<file path="config.mk">
export PLATFORM = sky130hd
export DESIGN_NAME = batcherTrap
export DESIGN_NICKNAME = d
export VERILOG_FILES = /design/src/rtl/batcherTrap_pkg.sv /design/src/rtl/cmpEx.sv /design/src/rtl/trapCtrl.sv /design/src/rtl/sortPath.sv /design/src/rtl/batcherTrap.sv
export SDC_FILE = /design/constraint.sdc
export NUM_CORES = 1
export LEC_CHECK = 0
export BUFFER_PORTS_ARGS = -buffer_cell sky130_fd_sc_hd__buf_2
export CORE_MARGIN = 8
export CORE_UTILIZATION = 30
export CTS_BUF_LIST = sky130_fd_sc_hd__clkbuf_8
export DETAILED_ROUTE_END_ITERATION = 6
export PLACE_DENSITY_LB_ADDON = 0.1
export SETUP_SLACK_MARGIN = 0.15
export SYNTH_ARGS = -nofsm -noshare
export SYNTH_HDL_FRONTEND = slang
export SYNTH_SLANG_ARGS = --single-unit
</file>
<file path="constraint.sdc">
create_clock -name clk -period 0.8 [get_ports clk]
set_input_delay 0.16 -clock clk [delete_from_list [all_inputs] [get_ports clk]]
set_output_delay 0.16 -clock clk [all_outputs]
set_load 0.02 [all_outputs]
</file>
<file path="src/rtl/batcherTrap_pkg.sv">
package batcherTrap_pkg;
  parameter int LOG_N = 3;
  localparam int N      = 1 << LOG_N;
  localparam int KEY_W  = 1 + 2 * LOG_N;
  localparam int LAYERS = LOG_N * (LOG_N + 1) / 2;

  typedef logic [KEY_W-1:0] key_t;

  // strobes from the trap control to the datapath, one set per sorted lane
  typedef struct packed {
    logic [N-1:0]            keep;
    logic [N-1:0][LOG_N-1:0] slot;
  } trapStrobe_t;

  // partner lane of lane w in compare layer s of the odd-even merge sort, -1 if idle
  function automatic int cePartner(int s, int w);
    int layer;
    int res;
    layer = 0;
    res = -1;
    for (int p = 1; p < N; p = p * 2) begin
      for (int k = p; k >= 1; k = k / 2) begin
        if (layer == s) begin
          for (int j = k % p; j + k < N; j = j + 2 * k) begin
            for (int i = 0; i < k; i++) begin
              if ((i + j + k < N) && (((i + j) / (2 * p)) == ((i + j + k) / (2 * p)))) begin
                if (i + j == w) res = i + j + k;
                if (i + j + k == w) res = i + j;
              end
            end
          end
        end
        layer++;
      end
    end
    return res;
  endfunction

  function automatic logic [LOG_N-1:0] rotl1(logic [LOG_N-1:0] m);
    return {m[LOG_N-2:0], m[LOG_N-1]};
  endfunction
endpackage

</file>
<file path="src/rtl/cmpEx.sv">
module cmpEx #(
  parameter int W = 7
) (
  input  logic [W-1:0] keyA,
  input  logic [W-1:0] keyB,
  output logic [W-1:0] keyLo,
  output logic [W-1:0] keyHi
);
  logic swap;
  assign swap  = keyA > keyB;
  assign keyLo = swap ? keyB : keyA;
  assign keyHi = swap ? keyA : keyB;
endmodule

</file>
<file path="src/rtl/trapCtrl.sv">
module trapCtrl
  import batcherTrap_pkg::*;
(
  input  logic [N-1:0][KEY_W-1:0] sortKey,
  output trapStrobe_t             strobe
);
  logic [LOG_N:0] runCount;
  logic           laneValid;
  logic           prevValid;
  logic           sameAddr;

  always_comb begin
    strobe   = '0;
    runCount = '0;
    prevValid = 1'b0;
    for (int i = 0; i < N; i++) begin
      laneValid = ~sortKey[i][KEY_W-1];
      if (i > 0) begin
        prevValid = ~sortKey[i-1][KEY_W-1];
        sameAddr  = sortKey[i][KEY_W-2 -: LOG_N] == sortKey[i-1][KEY_W-2 -: LOG_N];
      end else begin
        prevValid = 1'b0;
        sameAddr  = 1'b0;
      end
      strobe.keep[i] = laneValid && !(prevValid && sameAddr);
      strobe.slot[i] = runCount[LOG_N-1:0];
      runCount = runCount + {{LOG_N{1'b0}}, strobe.keep[i]};
    end
  end
endmodule

</file>
<file path="src/rtl/sortPath.sv">
module sortPath
  import batcherTrap_pkg::*;
(
  input  logic                    clk,
  input  logic                    rst_n,
  input  logic [N-1:0]            inValid,
  input  logic [N*LOG_N-1:0]      inAddr,
  input  trapStrobe_t             strobe,
  output logic [N-1:0][KEY_W-1:0] sortKey,
  output logic [N-1:0]            outValid,
  output logic [N*LOG_N-1:0]      outAddr,
  output logic [N*LOG_N-1:0]      outSrc,
  output logic [N-1:0]            trapMask
);
  key_t stg [0:LAYERS][0:N-1];

  genvar s, w;
  generate
    for (w = 0; w < N; w++) begin : g_load
      localparam logic [LOG_N-1:0] IDX = LOG_N'(w);
      assign stg[0][w] = {~inValid[w],
                          inValid[w] ? inAddr[w*LOG_N +: LOG_N] : {LOG_N{1'b0}},
                          IDX};
      assign sortKey[w] = stg[LAYERS][w];
    end
    for (s = 0; s < LAYERS; s++) begin : g_layer
      for (w = 0; w < N; w++) begin : g_lane
        localparam int PT = cePartner(s, w);
        if (PT < 0) begin : g_pass
          assign stg[s+1][w] = stg[s][w];
        end else if (PT > w) begin : g_cell
          cmpEx #(.W(KEY_W)) u_cell (
            .keyA (stg[s][w]),
            .keyB (stg[s][PT]),
            .keyLo(stg[s+1][w]),
            .keyHi(stg[s+1][PT])
          );
        end
      end
    end
  endgenerate

  logic [N-1:0]       nextValid;
  logic [N*LOG_N-1:0] nextAddr;
  logic [N*LOG_N-1:0] nextSrc;
  logic [N-1:0]       nextTrap;
  logic [LOG_N-1:0]   port;

  always_comb begin
    nextValid = '0;
    nextAddr  = '0;
    nextSrc   = '0;
    nextTrap  = '0;
    port      = '0;
    for (int i = 0; i < N; i++) begin
      if (strobe.keep[i]) begin
        port = rotl1(strobe.slot[i]);
        nextValid[port] = 1'b1;
        nextAddr[port*LOG_N +: LOG_N] = sortKey[i][KEY_W-2 -: LOG_N];
        nextSrc[port*LOG_N +: LOG_N]  = sortKey[i][LOG_N-1:0];
      end else if (!sortKey[i][KEY_W-1]) begin
        nextTrap[sortKey[i][LOG_N-1:0]] = 1'b1;
      end
    end
  end

  always_ff @(posedge clk or negedge rst_n) begin
    if (!rst_n) begin
      outValid <= '0;
      outAddr  <= '0;
      outSrc   <= '0;
      trapMask <= '0;
    end else begin
      outValid <= nextValid;
      outAddr  <= nextAddr;
      outSrc   <= nextSrc;
      trapMask <= nextTrap;
    end
  end
endmodule

</file>
<file path="src/rtl/batcherTrap.sv">
module batcherTrap
  import batcherTrap_pkg::*;
(
  input  logic               clk,
  input  logic               rst_n,
  input  logic [N-1:0]       inValid,
  input  logic [N*LOG_N-1:0] inAddr,
  output logic [N-1:0]       outValid,
  output logic [N*LOG_N-1:0] outAddr,
  output logic [N*LOG_N-1:0] outSrc,
  output logic [N-1:0]       trapMask
);
  logic [N-1:0][KEY_W-1:0] sortKey;
  trapStrobe_t             strobe;

  sortPath u_path (
    .clk     (clk),
    .rst_n   (rst_n),
    .inValid (inValid),
    .inAddr  (inAddr),
    .strobe  (strobe),
    .sortKey (sortKey),
    .outValid(outValid),
    .outAddr (outAddr),
    .outSrc  (outSrc),
    .trapMask(trapMask)
  );

  trapCtrl u_ctrl (
    .sortKey(sortKey),
    .strobe (strobe)
  );
endmodule

</file>
Yosys cells after proc, flatten, opt, wreduce, memory -nomap -nowiden
Index checks and enable logic that the tools add are counted.
- $add $sub $neg: 13
- multipliers: 7
- $lt $le $gt $ge: 47
- equal/unequal tests: 7
- shifts and indexed selects: 21
- mux-type cells: 126
- bitwise gates (word level): 29
- reduce and logical (&&, ||, !) cells: 35
- operators with widths (kind ; number):
    $shiftx 3x34->24 ; 14
    $bwmux 24 ; 14
    $mux 24 ; 14
    $mux 7 ; 38
    $neg 5->34 ; 7
    $shift 3x34->24 const A ; 7
    $mux 8 ; 21
    $gt 7x7->1 ; 19
    $or 8x8->8 ; 12
    $lt 3x4->1 const B ; 13
    $demux 1 s3 ; 13
    $ge 3x1->1 const B ; 13
    $mul 3x2->5 const B ; 6
    $mux 3 ; 10
    $logic_and 1x1->1 ; 28
    $eq 3x3->1 ; 7
    $not 1->1 ; 16
    $add 3x1->3 ; 5
    $mux 1 ; 15
    $logic_not 1->1 ; 7
    $lt 2x4->1 const B ; 1
    $mul 1x2->3 const B ; 1
    $or 1x3->3 ; 1
    $add 1x1->2 ; 1
    2 further kinds ; 2
- flip-flop bits (word level): 64
- word-level logic and storage cells: 289

Logic depth before layout (Yosys ltp)
Gate-level depths: netlist (run 1).
- depth in word-level cells: 37
- gate-level depth with buffers: 79
- gate-level depth less buffers: 70

Hierarchy
Synthesis (run 1) repeated with hierarchy kept, for this count alone.
- cells, all modules: 1949
- area, all modules: 16338.2 sq um
- modules (own cells, without submodules) (module ; times used ; cells each ; area an instance (sq um) ; seq. area each (sq um)):
    sortPath ; 1 ; 1132 ; 8244.2 ; 1601.5
    cmpEx ; 19 ; 40 ; 397.9 ; 0.0
    trapCtrl ; 1 ; 57 ; 534.3 ; 0.0

Worst setup path after synthesis (run 1)
Ideal clock, no wire load.
- path kind: input to register
- start: in inValid[4]
- end: reg u_path.outSrc[13]
- setup time: 0.128 ns
- data arrival time: 15.311 ns
- path slack: -14.640 ns
- cell stages on the path: 71
- cell sequence: buf_4 > nand2_1 > inv_1 > ha_1 > a21oi_1 > o21ai_1 > mux2_2 > nor2_1 > inv_1 > ha_1 > a21o_1 > a21oi_1 > o31a_1 > buf_4 > mux2_4 > ha_1 > a21o_1 > a21o_1 > [... 35 more ...] > fa_1 > ha_1 > inv_1 > fa_1 > clkbuf_1 > inv_1 > ha_1 > xor2_1 > inv_1 > xnor2_1 > inv_1 > xnor2_1 > clkinv_1 > ha_1 > nor4b_4 > clkbuf_1 > mux2i_1 > o31ai_1
- word-level cells in the longest chain between the ends: 33
- elaborated cells between the ends (all ways): 125
- those cells by class: add/sub (13); mul (7); order compare (13); eq/ne (7); shift (14); mux (41); bitwise (9); reduce/logical (21)
- RTL lines (item ; line ; RTL):
    start: declaration ; batcherTrap.sv:6 ; input logic [N-1:0] inValid,
    parallel branches: the longest is 32 deep, another holds $gt 7x7->1 ; - ;
    $mux 24 * ; sortPath.sv:56 ; if (strobe.keep[i]) begin
    net u_path.nextSrc[13] ; sortPath.sv:45 ; logic [N*LOG_N-1:0] nextSrc;
    end signal: assignment ; sortPath.sv:76 ; outSrc <= nextSrc;
    end: declaration ; sortPath.sv:12 ; output logic [N*LOG_N-1:0] outSrc,
Mark *: on every way through the listed nets, which the timed path passes.

Final worst setup path (run 1)
- start: in inValid[2]
- end: reg u_path.outAddr[8]
- word-level cells in the longest chain between the ends: 33
- elaborated cells between the ends (all ways): 125
- those cells by class: add/sub (13); mul (7); order compare (13); eq/ne (7); shift (14); mux (41); bitwise (9); reduce/logical (21)
- RTL lines (item ; line ; RTL):
    parallel branches: the longest is 32 deep, another holds $gt 7x7->1 ; - ;
    $mux 24 * ; sortPath.sv:56 ;
    net u_path.nextAddr[8] ; sortPath.sv:44 ; logic [N*LOG_N-1:0] nextAddr;
    end signal: assignment ; sortPath.sv:75 ; outAddr <= nextAddr;
    end: declaration ; sortPath.sv:11 ; output logic [N*LOG_N-1:0] outAddr,
Marks and branches as above.

==> results of run 1 <==
==> worst max-delay path, delay by kind of cell <==
kind                       cells  cell delay [ns]
xor gates and xnor gates       3             0.59
buffers and inverters         21             2.23
AOI/OAI and AO/OA             24             3.97
adders and majority gates     10             2.65
and+or+nand+nor               14             2.12
muxes                          2             0.57
==> area by class of cell <==
type	count	area share (%)
Timing Repair Buffer	992	35.1
Clock buffer	10	0.596
Clock inverter	6	0.292
Antenna cell	1	0.0108
Inverter	127	2.13
Multi-Input combinational cell	1365	52.1
Sequential cell	64	6.93
Tap cell	525	2.84
==> sequential cells by signal (all words and copies together) (netlist names) <==
register	flops
u_path.outAddr	24
u_path.trapMask	8
u_path.outValid	8
u_path.outSrc	24
==> per-stage QoR <==
| step | instance area [sq um] | setup TNS, ns | setup slack (ns) | util [%] |
|---|---|---|---|---|
| final | 23100 | -706.72 | -11.34 | 57.9 |
| after global routing | 23100 | -736.26 | -11.82 | 57.9 |
| after CTS | 21200 | -695.91 | -11.13 | 53.1 |
| after detailed placement | 19200 | -743.41 | -12.25 | 48.2 |
| after global placement | 19200 | -735.20 | -12.12 | 48.2 |
| after floorplan | 12800 | -744.00 | -12.23 | - |
==> layer usage <==
metal  vias to the layer above  global-route usage (%)  wire [um]
met3                       208                    3.37       2750
met1                      7913                    28.2      25500
met5                         -                       0          0
li1                       7952                       -          -
met2                       519                    47.3      32600
met4                         0                    16.4       4930
==> final timing paths <==
kind,start,end,slack [ns],cells after the start
max,inValid[2],u_path.outAddr[8],-11.34,74
min,rst_n,u_path.outSrc[6],0.35,3
max in group asynchronous,rst_n,u_path.outAddr[19],0.25,3
min in group clk,u_path.outAddr[3],outAddr[3],0.97,1
==> cells in the mapped netlist, types with 16 or more instances <==
| cell | n | share of area [%] |
|---|---|---|
| a211o_1 | 16 | 1.2 |
| a211oi_1 | 22 | 1.4 |
| a21o_1 | 23 | 1.4 |
| a21oi_1 | 105 | 4.3 |
| a221o_1 | 19 | 1.6 |
| clkbuf_1 | 37 | 1.1 |
| dfrtp_1 | 64 | 13 |
| ha_1 | 131 | 13 |
| inv_1 | 122 | 3.8 |
| mux2_2 | 23 | 2.1 |
| mux2i_1 | 69 | 5.7 |
| nand2_1 | 163 | 5.0 |
| nand3_1 | 46 | 1.9 |
| nand4_1 | 23 | 1.2 |
| nor2_1 | 161 | 5.0 |
| nor2b_1 | 22 | 1.1 |
| nor3_1 | 55 | 2.3 |
| o21a_1 | 23 | 1.4 |
| o21ai_0 | 73 | 3.0 |
| o21ai_1 | 24 | 0.99 |
| o221ai_1 | 16 | 1.2 |
| o22ai_1 | 24 | 1.2 |
| o31ai_1 | 17 | 1.0 |
==> cells in the final DEF, fill, tap and decap left out, drive strengths merged, types with 16 or more instances in the layout <==
master / instances
a211oi: 27
mux2: 26
nor2b: 22
ha: 131
mux2i: 78
o211ai: 17
a221o: 19
inv: 127
nand3: 47
nor3: 56
o31ai: 17
buf: 990
o22ai: 24
a221oi: 19
nor2: 165
o21ai: 100
nand4: 23
nand2: 164
a21o: 23
o21a: 23
dfrtp: 64
a21oi: 110
a211o: 16
o221ai: 16
a31oi: 18
==> timing repair <==
action,CTS,global route
buffers inserted,81,55
endpoints found under the setup margin,128,149
pin swaps,114,143
gates resized for setup,242,354
endpoints found under the hold margin,64,0
cloned,6,1
hold buffers,1,0
==> cell families after synthesis <==
logic type	after synthesis	synth area share [%]
AOI/OAI and AO/OA	524	31.6
xor gates and xnor gates	20	1.66
adders and majority gates	133	13.8
buffers and inverters	194	6.72
DFF	64	13.2
muxes	104	9.52
and+or+nand+nor	584	23.5
==> summary.md, run 1 <==
## Logic synthesis
- **number of warnings reported in the yosys synthesis log** 0
- **number of flops mapped to enable cells by yosys** 0
- **number of synthesized register bits** 64
- **Post-Syn Area per Cell** 7.49 sq um
- **Gate Count Post-Synth** 1623
- **total standard cell area after synthesis** 0.0122 sq mm
- **post-synthesis sequential area ratio** 13.2%
- **number of distinct library cells after synthesis** 111
- **fraction of registers with async set/reset** 100%
- **syn nets** 1790
- **commonest register cell after synthesis** dfrtp_1

## Worst setup path
- **worst-path maximum fanout** 8
- **Arr. time, crit path** 12.35 ns
- **largest incremental delay on the critical path** 0.50 ns
- **standard cell with the maximum stage delay on the critical path** or4_4
- **Worst Setup Start Kind** input port
- **Critical Path End Type** register
- **critical path class** input port to register
- **Critical Path RT** 1.01 ns
- **most prevalent standard cell on the critical path** ha_4

## Die
- **I/O pin count** 98
- **starting density of the core** 30.5%
- **standard-cell row count** 73
- **die area** 0.0472 sq mm
- **placeable core region** 0.0399 sq mm
- **floorplan die height** 217 um
- **die extent in x** 217 um

## Clocking
- **TritonCTS clock tree** done
- **htree depth** 3
- **maximum clock path buffer count** 2
- **clock net sink count** 64
- **clock-pin slew on the worst setup and hold paths** 0.09 ns
- **library cell used as clock root buffer** clkbuf_8
- **number of buffers inserted during clock tree synthesis** 9

## Timing
- **Hold Slack** 0.353 ns
- **setup repair after global routing missed its margin** true
- **count of final hold-check violations** 0
- **Relative slew margins** 54.8%
- **Slew @ Worst Pin** 0.672 ns
- **Tmin final** 12.14 ns
- **peak clock frequency supported by timing** 82.4 MHz
- **fin worst setup slack** -11.34 ns
- **total count of max-transition violations in the final report** 0
- **final critical-path share of the clock period** 1520%
- **setup-violating endpoint count in the final report** 128

## Routing
- **final antenna-violating net count** 0
- **Final Routed Wirelength** 65.8 mm
- **Residual DRC** 0
- **vias per cell** 5.37
- **total number of vias** 16600
- **count of TritonRoute iterations in the first routing pass** 6
- **wire per inst** 21.3 um
- **initial detailed-routing violation count** 1234

## Cells and area
- **# fillers** 3628
- **Register Area** 0.00160 sq mm
- **Final Instance Count excl. Fillers** 3090
- **Total Nets Final** 2726
- **share of final-layout standard cells stronger than drive strength 1** 56.2%
- **Multi-input gate area** 0.0120 sq mm
- **layout overhead on the synthesized area** 89.9%

## Status
- **result of the run** complete, but fails checks
- **violations in the final reports** negative setup slack

## Global routing
- **global route total overflow** 0
- **number of global-route vias before repair** 16500
- **total routing resource utilization after global routing** 26.0%
- **largest net degree at the start of global routing** 52
- **number of antenna violations at the first check in global routing** 0
- **wire length of the first global-routing pass** 96.0 mm

## Worst hold path
- **worst min-delay path category** input port to asynchronous set/reset pin

## Run
- **reported max-cap violation count** 0

## Place
- **number of cells after detailed placement** 2929
- **final weighted congestion of routability-driven global placement** 0.982
- **DP HPWL** 52.2 mm
- **quantity of I/O buffers inserted on ports** 97

Power of run 1 is left out: the tool's default activity adds up to more than one toggle a clock period on the data nets, which glitch-free logic cannot reach.
==> inputs of run 2 (changes only) <==
- CORE_ASPECT_RATIO: not set -> 0.9
==> run 2 against run 1 <==
The flow still finishes with violations (negative setup slack). Critical path depth shrank 3. Worst setup slack gained 0.039 ns. Non-clock buffer count grew 30. Global-route usage grew 0.40 points. Core utilization grew 0.87 points. Clock-buffer cell count shrank 1. Final cell count grew 1.5%. Sequential share of layout area shrank 0.16 points. First-iteration DRC count grew 17%. Critical path type unchanged.
==> summary.md, run 2 (same netlist as run 1, synthesis figures left out) <==
## Global routing
- **number of antenna violations at the first check in global routing** 0, unchanged
- **wire length of the first global-routing pass** 98.7 mm, +2.8%
- **total routing resource utilization after global routing** 26.4%, +0.40 points
- **global route total overflow** 0, unchanged
- **number of global-route vias before repair** 16600, +0.20%
- **largest net degree at the start of global routing** 37, -29%

## Worst setup path
- **critical path class** input port to register
- **Critical Path RT** 1.10 ns, +0.09 ns
- **largest incremental delay on the critical path** 0.60 ns, +0.10 ns
- **worst-path maximum fanout** 5, -3
- **CP bufs+invs** 21, unchanged
- **Arr. time, crit path** 12.41 ns, +0.06 ns
- **most prevalent standard cell on the critical path** ha_4
- **kind of cell with the highest combined delay on the critical path** compound AO/OA/AOI/OAI gates
- **Worst Setup Start Kind** input port
- **standard cell with the maximum stage delay on the critical path** fa_2
- **Critical Path End Type** register

## Timing
- **TNS Setup** -724.73 ns, -18.01 ns
- **count of final hold-check violations** 0, unchanged
- **peak clock frequency supported by timing** 82.6 MHz, +0.32%
- **setup repair after global routing missed its margin** true
- **total count of max-transition violations in the final report** 0, unchanged
- **final critical-path share of the clock period** 1510%, -4.9 points
- **fin worst setup slack** -11.30 ns, +0.0391 ns
- **Slew @ Worst Pin** 0.629 ns, -0.0425 ns
- **Tmin final** 12.10 ns, -0.0391 ns
- **Relative slew margins** 57.8%, +3.1 points
- **setup-violating endpoint count in the final report** 128, unchanged

## Clocking
- **clock-pin slew on the worst setup and hold paths** 0.09 ns, about the same
- **number of buffers inserted during clock tree synthesis** 9, unchanged
- **htree depth** 3, unchanged
- **maximum clock path buffer count** 2, unchanged
- **library cell used as clock root buffer** clkbuf_8
- **clock net sink count** 64, unchanged
- **TritonCTS clock tree** done

## Routing
- **final antenna-violating net count** 0, unchanged
- **count of TritonRoute iterations in the first routing pass** 6, unchanged
- **initial detailed-routing violation count** 1439, +17%
- **Final Routed Wirelength** 66.3 mm, +0.80%
- **total number of vias** 17000, +2.6%
- **wire per inst** 21.2 um, -0.64%
- **Residual DRC** 0, unchanged
- **vias per cell** 5.43, +1.1%

## Place
- **final weighted congestion of routability-driven global placement** 1.02, +4.4%
- **quantity of I/O buffers inserted on ports** 97, unchanged
- **DP HPWL** 51.8 mm, -0.75%
- **worst slack, placed** -12.34 ns, -0.0878 ns

## Cells and area
- **top flop regs** u_path.outAddr: 24 flops, u_path.outSrc: 24 flops
- **commonest cells after routing, fill and taps aside** buf_4, buf_6, nand2_1
- **layout overhead on the synthesized area** 94.5%
- **most frequent standard cell in the layout excluding fill and tap cells** buf_4
- **share of final-layout standard cells stronger than drive strength 1** 57.2%, +1.0 points
- **Total Nets Final** 2756, +1.1%

## Run
- **reported max-cap violation count** 0, unchanged

## Status
- **violations in the final reports** negative setup slack
- **result of the run** complete, but fails checks

## Die
- **I/O pin count** 98, unchanged
- **floorplan die height** 207 um, -4.8%
- **die area** 0.0473 sq mm, about the same
- **standard-cell row count** 70, -4.1%
- **die extent in x** 228 um, +5.0%
- **starting density of the core** 30.2%, -0.28 points
- **placeable core region** 0.0403 sq mm, +0.94%

## Worst hold path
- **worst min-delay path category** input port to asynchronous set/reset pin

-- run 2: worst min-delay path, cell delays in order --
cell           delay, ns
dlygate4sd3_1       0.52
buf_2               0.16
buf_12              0.21
-- run 2: layout make-up --
cell class,count,area (sq um)
flip-flops and latches,64,1600
fillers,3640,16600
multi-input cells,1365,12100
clock buffers,9,124
repair buffers,1022,8560
inverters,127,494
clock inverters,7,71.3
diodes,1,2.50
well taps,540,676
-- run 2: per-stage QoR --
step	area (sq um)	cells	util, %	hold WS (ns)
final	23700	3135	58.7	0.294
after global routing	23700	3134	58.7	0.315
after CTS	22600	3099	56.1	0.285
after detailed placement	19400	2949	48.1	0.183
after global placement	19400	2949	48.1	0.180
after floorplan	12800	1623	-	-0.136
-- run 2: routing by layer --
| metal | wire length (um) | GRT usage (%) |
|---|---|---|
| met1 | 31100 | 38.6 |
| met2 | 27800 | 38.4 |
| met3 | 6100 | 6.60 |
| met4 | 1270 | 5.57 |
| met5 | 0 | 0 |
-- run 2: worst max-delay path by stage --
| stage | from | end | depth (start not counted) |
|---|---|---|---|
| after detailed placement | inValid[6] | u_path.outSrc[7] | 65 |
| after global routing | inValid[0] | u_path.outSrc[2] | 67 |
| after CTS | inValid[4] | u_path.outAddr[8] | 69 |
| final | inValid[0] | u_path.outSrc[14] | 71 |
| after global placement | inValid[6] | u_path.outSrc[7] | 64 |
| after floorplan | inValid[4] | u_path.outAddr[8] | 74 |
-- run 2: timing repair --
action                                 4_1_cts  5_1_grt
hold buffers                                 1        0
buffers inserted                           129       32
gates resized for setup                    483      172
setup endpoints to repair                  128      128
cloned                                       5        3
pin swaps                                  142       95
endpoints found under the hold margin       64        0
Power of run 2 is left out for the same reason.
==> inputs of run 3 (changes only) <==
- PLACE_DENSITY: not set -> 0.56
- PLACE_DENSITY_LB_ADDON: 0.1 -> not set
==> run 3 against run 2 <==
The flow finishes with violations (design-rule violations, negative hold slack, negative setup slack). Maximum frequency shrank 11%. Highest routed layer is now met5. Worst setup slack got worse by 1.5 ns. Global-route usage is 1.1 points higher. Final cell count increased by 1.9%. Non-clock buffer count is 59 higher. Final area increased by 2.6%. Clock-buffer cell count rose by 1. Sequential share of layout area down 0.17 points. Core utilization rose by 1.5 points. First-iteration DRC count increased by 67%. Via count increased by 11%.
==> summary.md, run 3 (same netlist as run 1, synthesis figures left out) <==
## Timing
- **count of final hold-check violations** 64, +64
- **Slew @ Worst Pin** 0.923 ns, +0.294 ns
- **setup-violating endpoint count in the final report** 128, unchanged
- **Tmin final** 13.57 ns, +1.47 ns
- **setup repair after global routing missed its margin** true
- **Hold Slack** -0.200 ns, -0.494 ns
- **peak clock frequency supported by timing** 73.7 MHz, -11%
- **final critical-path share of the clock period** 1700%, +180 points
- **Relative slew margins** 38.0%, -20 points
- **total count of max-transition violations in the final report** 0, unchanged
- **fin worst setup slack** -12.77 ns, -1.47 ns

## Cells and area
- **commonest cells after routing, fill and taps aside** buf_4, buf_6, nand2_1
- **share of final-layout standard cells stronger than drive strength 1** 59.6%, +2.4 points
- **Final Instance Count excl. Fillers** 3195, +1.9%
- **Total Nets Final** 2815, +2.1%
- **# fillers** 3243, -11%
- **top flop regs** u_path.outAddr: 24 flops, u_path.outSrc: 24 flops
- **most frequent standard cell in the layout excluding fill and tap cells** buf_4
- **layout overhead on the synthesized area** 99.6%

## Routing
- **Residual DRC** 34, +34
- **Final Routed Wirelength** 79.2 mm, +19%
- **final antenna-violating net count** 0, unchanged
- **total number of vias** 18900, +11%
- **count of TritonRoute iterations in the first routing pass** 7, +1
- **initial detailed-routing violation count** 2403, +67%
- **vias per cell** 5.93, +9.2%
- **wire per inst** 24.8 um, +17%

## Worst setup path
- **kind of cell with the highest combined delay on the critical path** compound AO/OA/AOI/OAI gates
- **cell count along the critical path** 70, -1.4%
- **Critical Path RT** 1.04 ns, -0.06 ns
- **most prevalent standard cell on the critical path** ha_4
- **largest incremental delay on the critical path** 0.70 ns, +0.10 ns
- **critical path class** input port to register
- **Worst Setup SP** inValid[2]
- **CP bufs+invs** 20, -4.8%
- **Arr. time, crit path** 13.81 ns, +1.40 ns
- **Worst Setup Start Kind** input port
- **standard cell with the maximum stage delay on the critical path** a221oi_4
- **Critical path destination** u_path.outAddr[6]
- **Critical Path End Type** register
- **worst-path maximum fanout** 5, unchanged

## Worst hold path
- **worst min-delay path category** input port to asynchronous set/reset pin

## Global routing
- **largest net degree at the start of global routing** 65, +76%
- **total routing resource utilization after global routing** 27.5%, +1.1 points
- **global route total overflow** 0, unchanged
- **number of global-route vias before repair** 18100, +9.0%
- **number of antenna violations at the first check in global routing** 2, +2
- **wire length of the first global-routing pass** 104 mm, +5.4%

## Die
- **die extent in x** 228 um, unchanged
- **floorplan die height** 207 um, unchanged
- **placeable core region** 0.0403 sq mm, unchanged
- **die area** 0.0473 sq mm, unchanged
- **standard-cell row count** 70, unchanged
- **I/O pin count** 98, unchanged
- **starting density of the core** 30.2%, unchanged

## Clocking
- **clock net sink count** 64, unchanged
- **htree depth** 3, unchanged
- **number of buffers inserted during clock tree synthesis** 9, unchanged
- **clock-pin slew on the worst setup and hold paths** 0.08 ns, about the same
- **maximum clock path buffer count** 2, unchanged
- **TritonCTS clock tree** done
- **library cell used as clock root buffer** clkbuf_8

## Status
- **result of the run** complete, but fails checks
- **violations in the final reports** design-rule violations, negative hold slack, negative setup slack

## Place
- **quantity of I/O buffers inserted on ports** 97, unchanged
- **final weighted congestion of routability-driven global placement** 1.04, +1.6%
- **worst slack, placed** -12.15 ns, +0.191 ns
- **DP HPWL** 49.4 mm, -4.7%
- **number of cells after detailed placement** 2917, -1.1%

## Run
- **reported max-cap violation count** 0, unchanged

[run 3: cell count changes in the layout (fill, tap and decap cells not counted), moves of 8 or more]
cell	change
nand2_1	-8
nor3_1	-8
mux2i_4	+8
mux2i_1	-8
buf_6	-11
nor2_4	+10
buf_4	+74
[run 3: stage by stage]
step | utilization (%) | instance area (sq um) | hold slack, ns | setup TNS [ns]
floorplan | - | 12800 | -0.136 | -744.00
global placement | 47.2 | 19000 | 0.196 | -733.24
detailed placement | 47.2 | 19000 | 0.207 | -743.63
CTS | 55.2 | 22300 | -0.205 | -684.91
global route | 60.3 | 24300 | -0.177 | -816.82
finish | 60.3 | 24300 | -0.200 | -806.29
[run 3: layer usage]
layer | track usage (%) | vias to the layer above | wire length (um)
met3 | 8.11 | 537 | 10800
met5 | 0 | - | 133
met4 | 13.0 | 8 | 6580
met1 | 35.4 | 8911 | 29600
met2 | 41.7 | 1351 | 32100
li1 | - | 8138 | -
[run 3: what timing repair did]
action	CTS	global route
hold endpoints to repair	64	64
setup endpoints to repair	128	128
buffers inserted	206	47
gates cloned	5	2
gates resized for setup	325	386
pin swaps	90	117
[run 3: area by class of cell]
class	instances	area, sq um	area share, %
clock buffer	10	138	0.567
sequential	64	1610	6.61
inverter	127	504	2.08
clock inverter	6	67.6	0.278
timing repair buffer	1081	8880	36.6
antenna	2	5.00	0.0206
multi-input combinational	1365	12400	51.1
tap	540	676	2.78
[run 3: how the worst min path moves through the flow]
stage	start	to	cells after the start
global placement	rst_n	u_path.outAddr[15]	2
CTS	rst_n	u_path.outAddr[8]	2
floorplan	rst_n	u_path.outAddr[0]	0
finish	rst_n	u_path.outSrc[15]	2
global route	rst_n	u_path.outAddr[15]	2
detailed placement	rst_n	u_path.outSrc[15]	2
Power of run 3 is left out for the same reason.
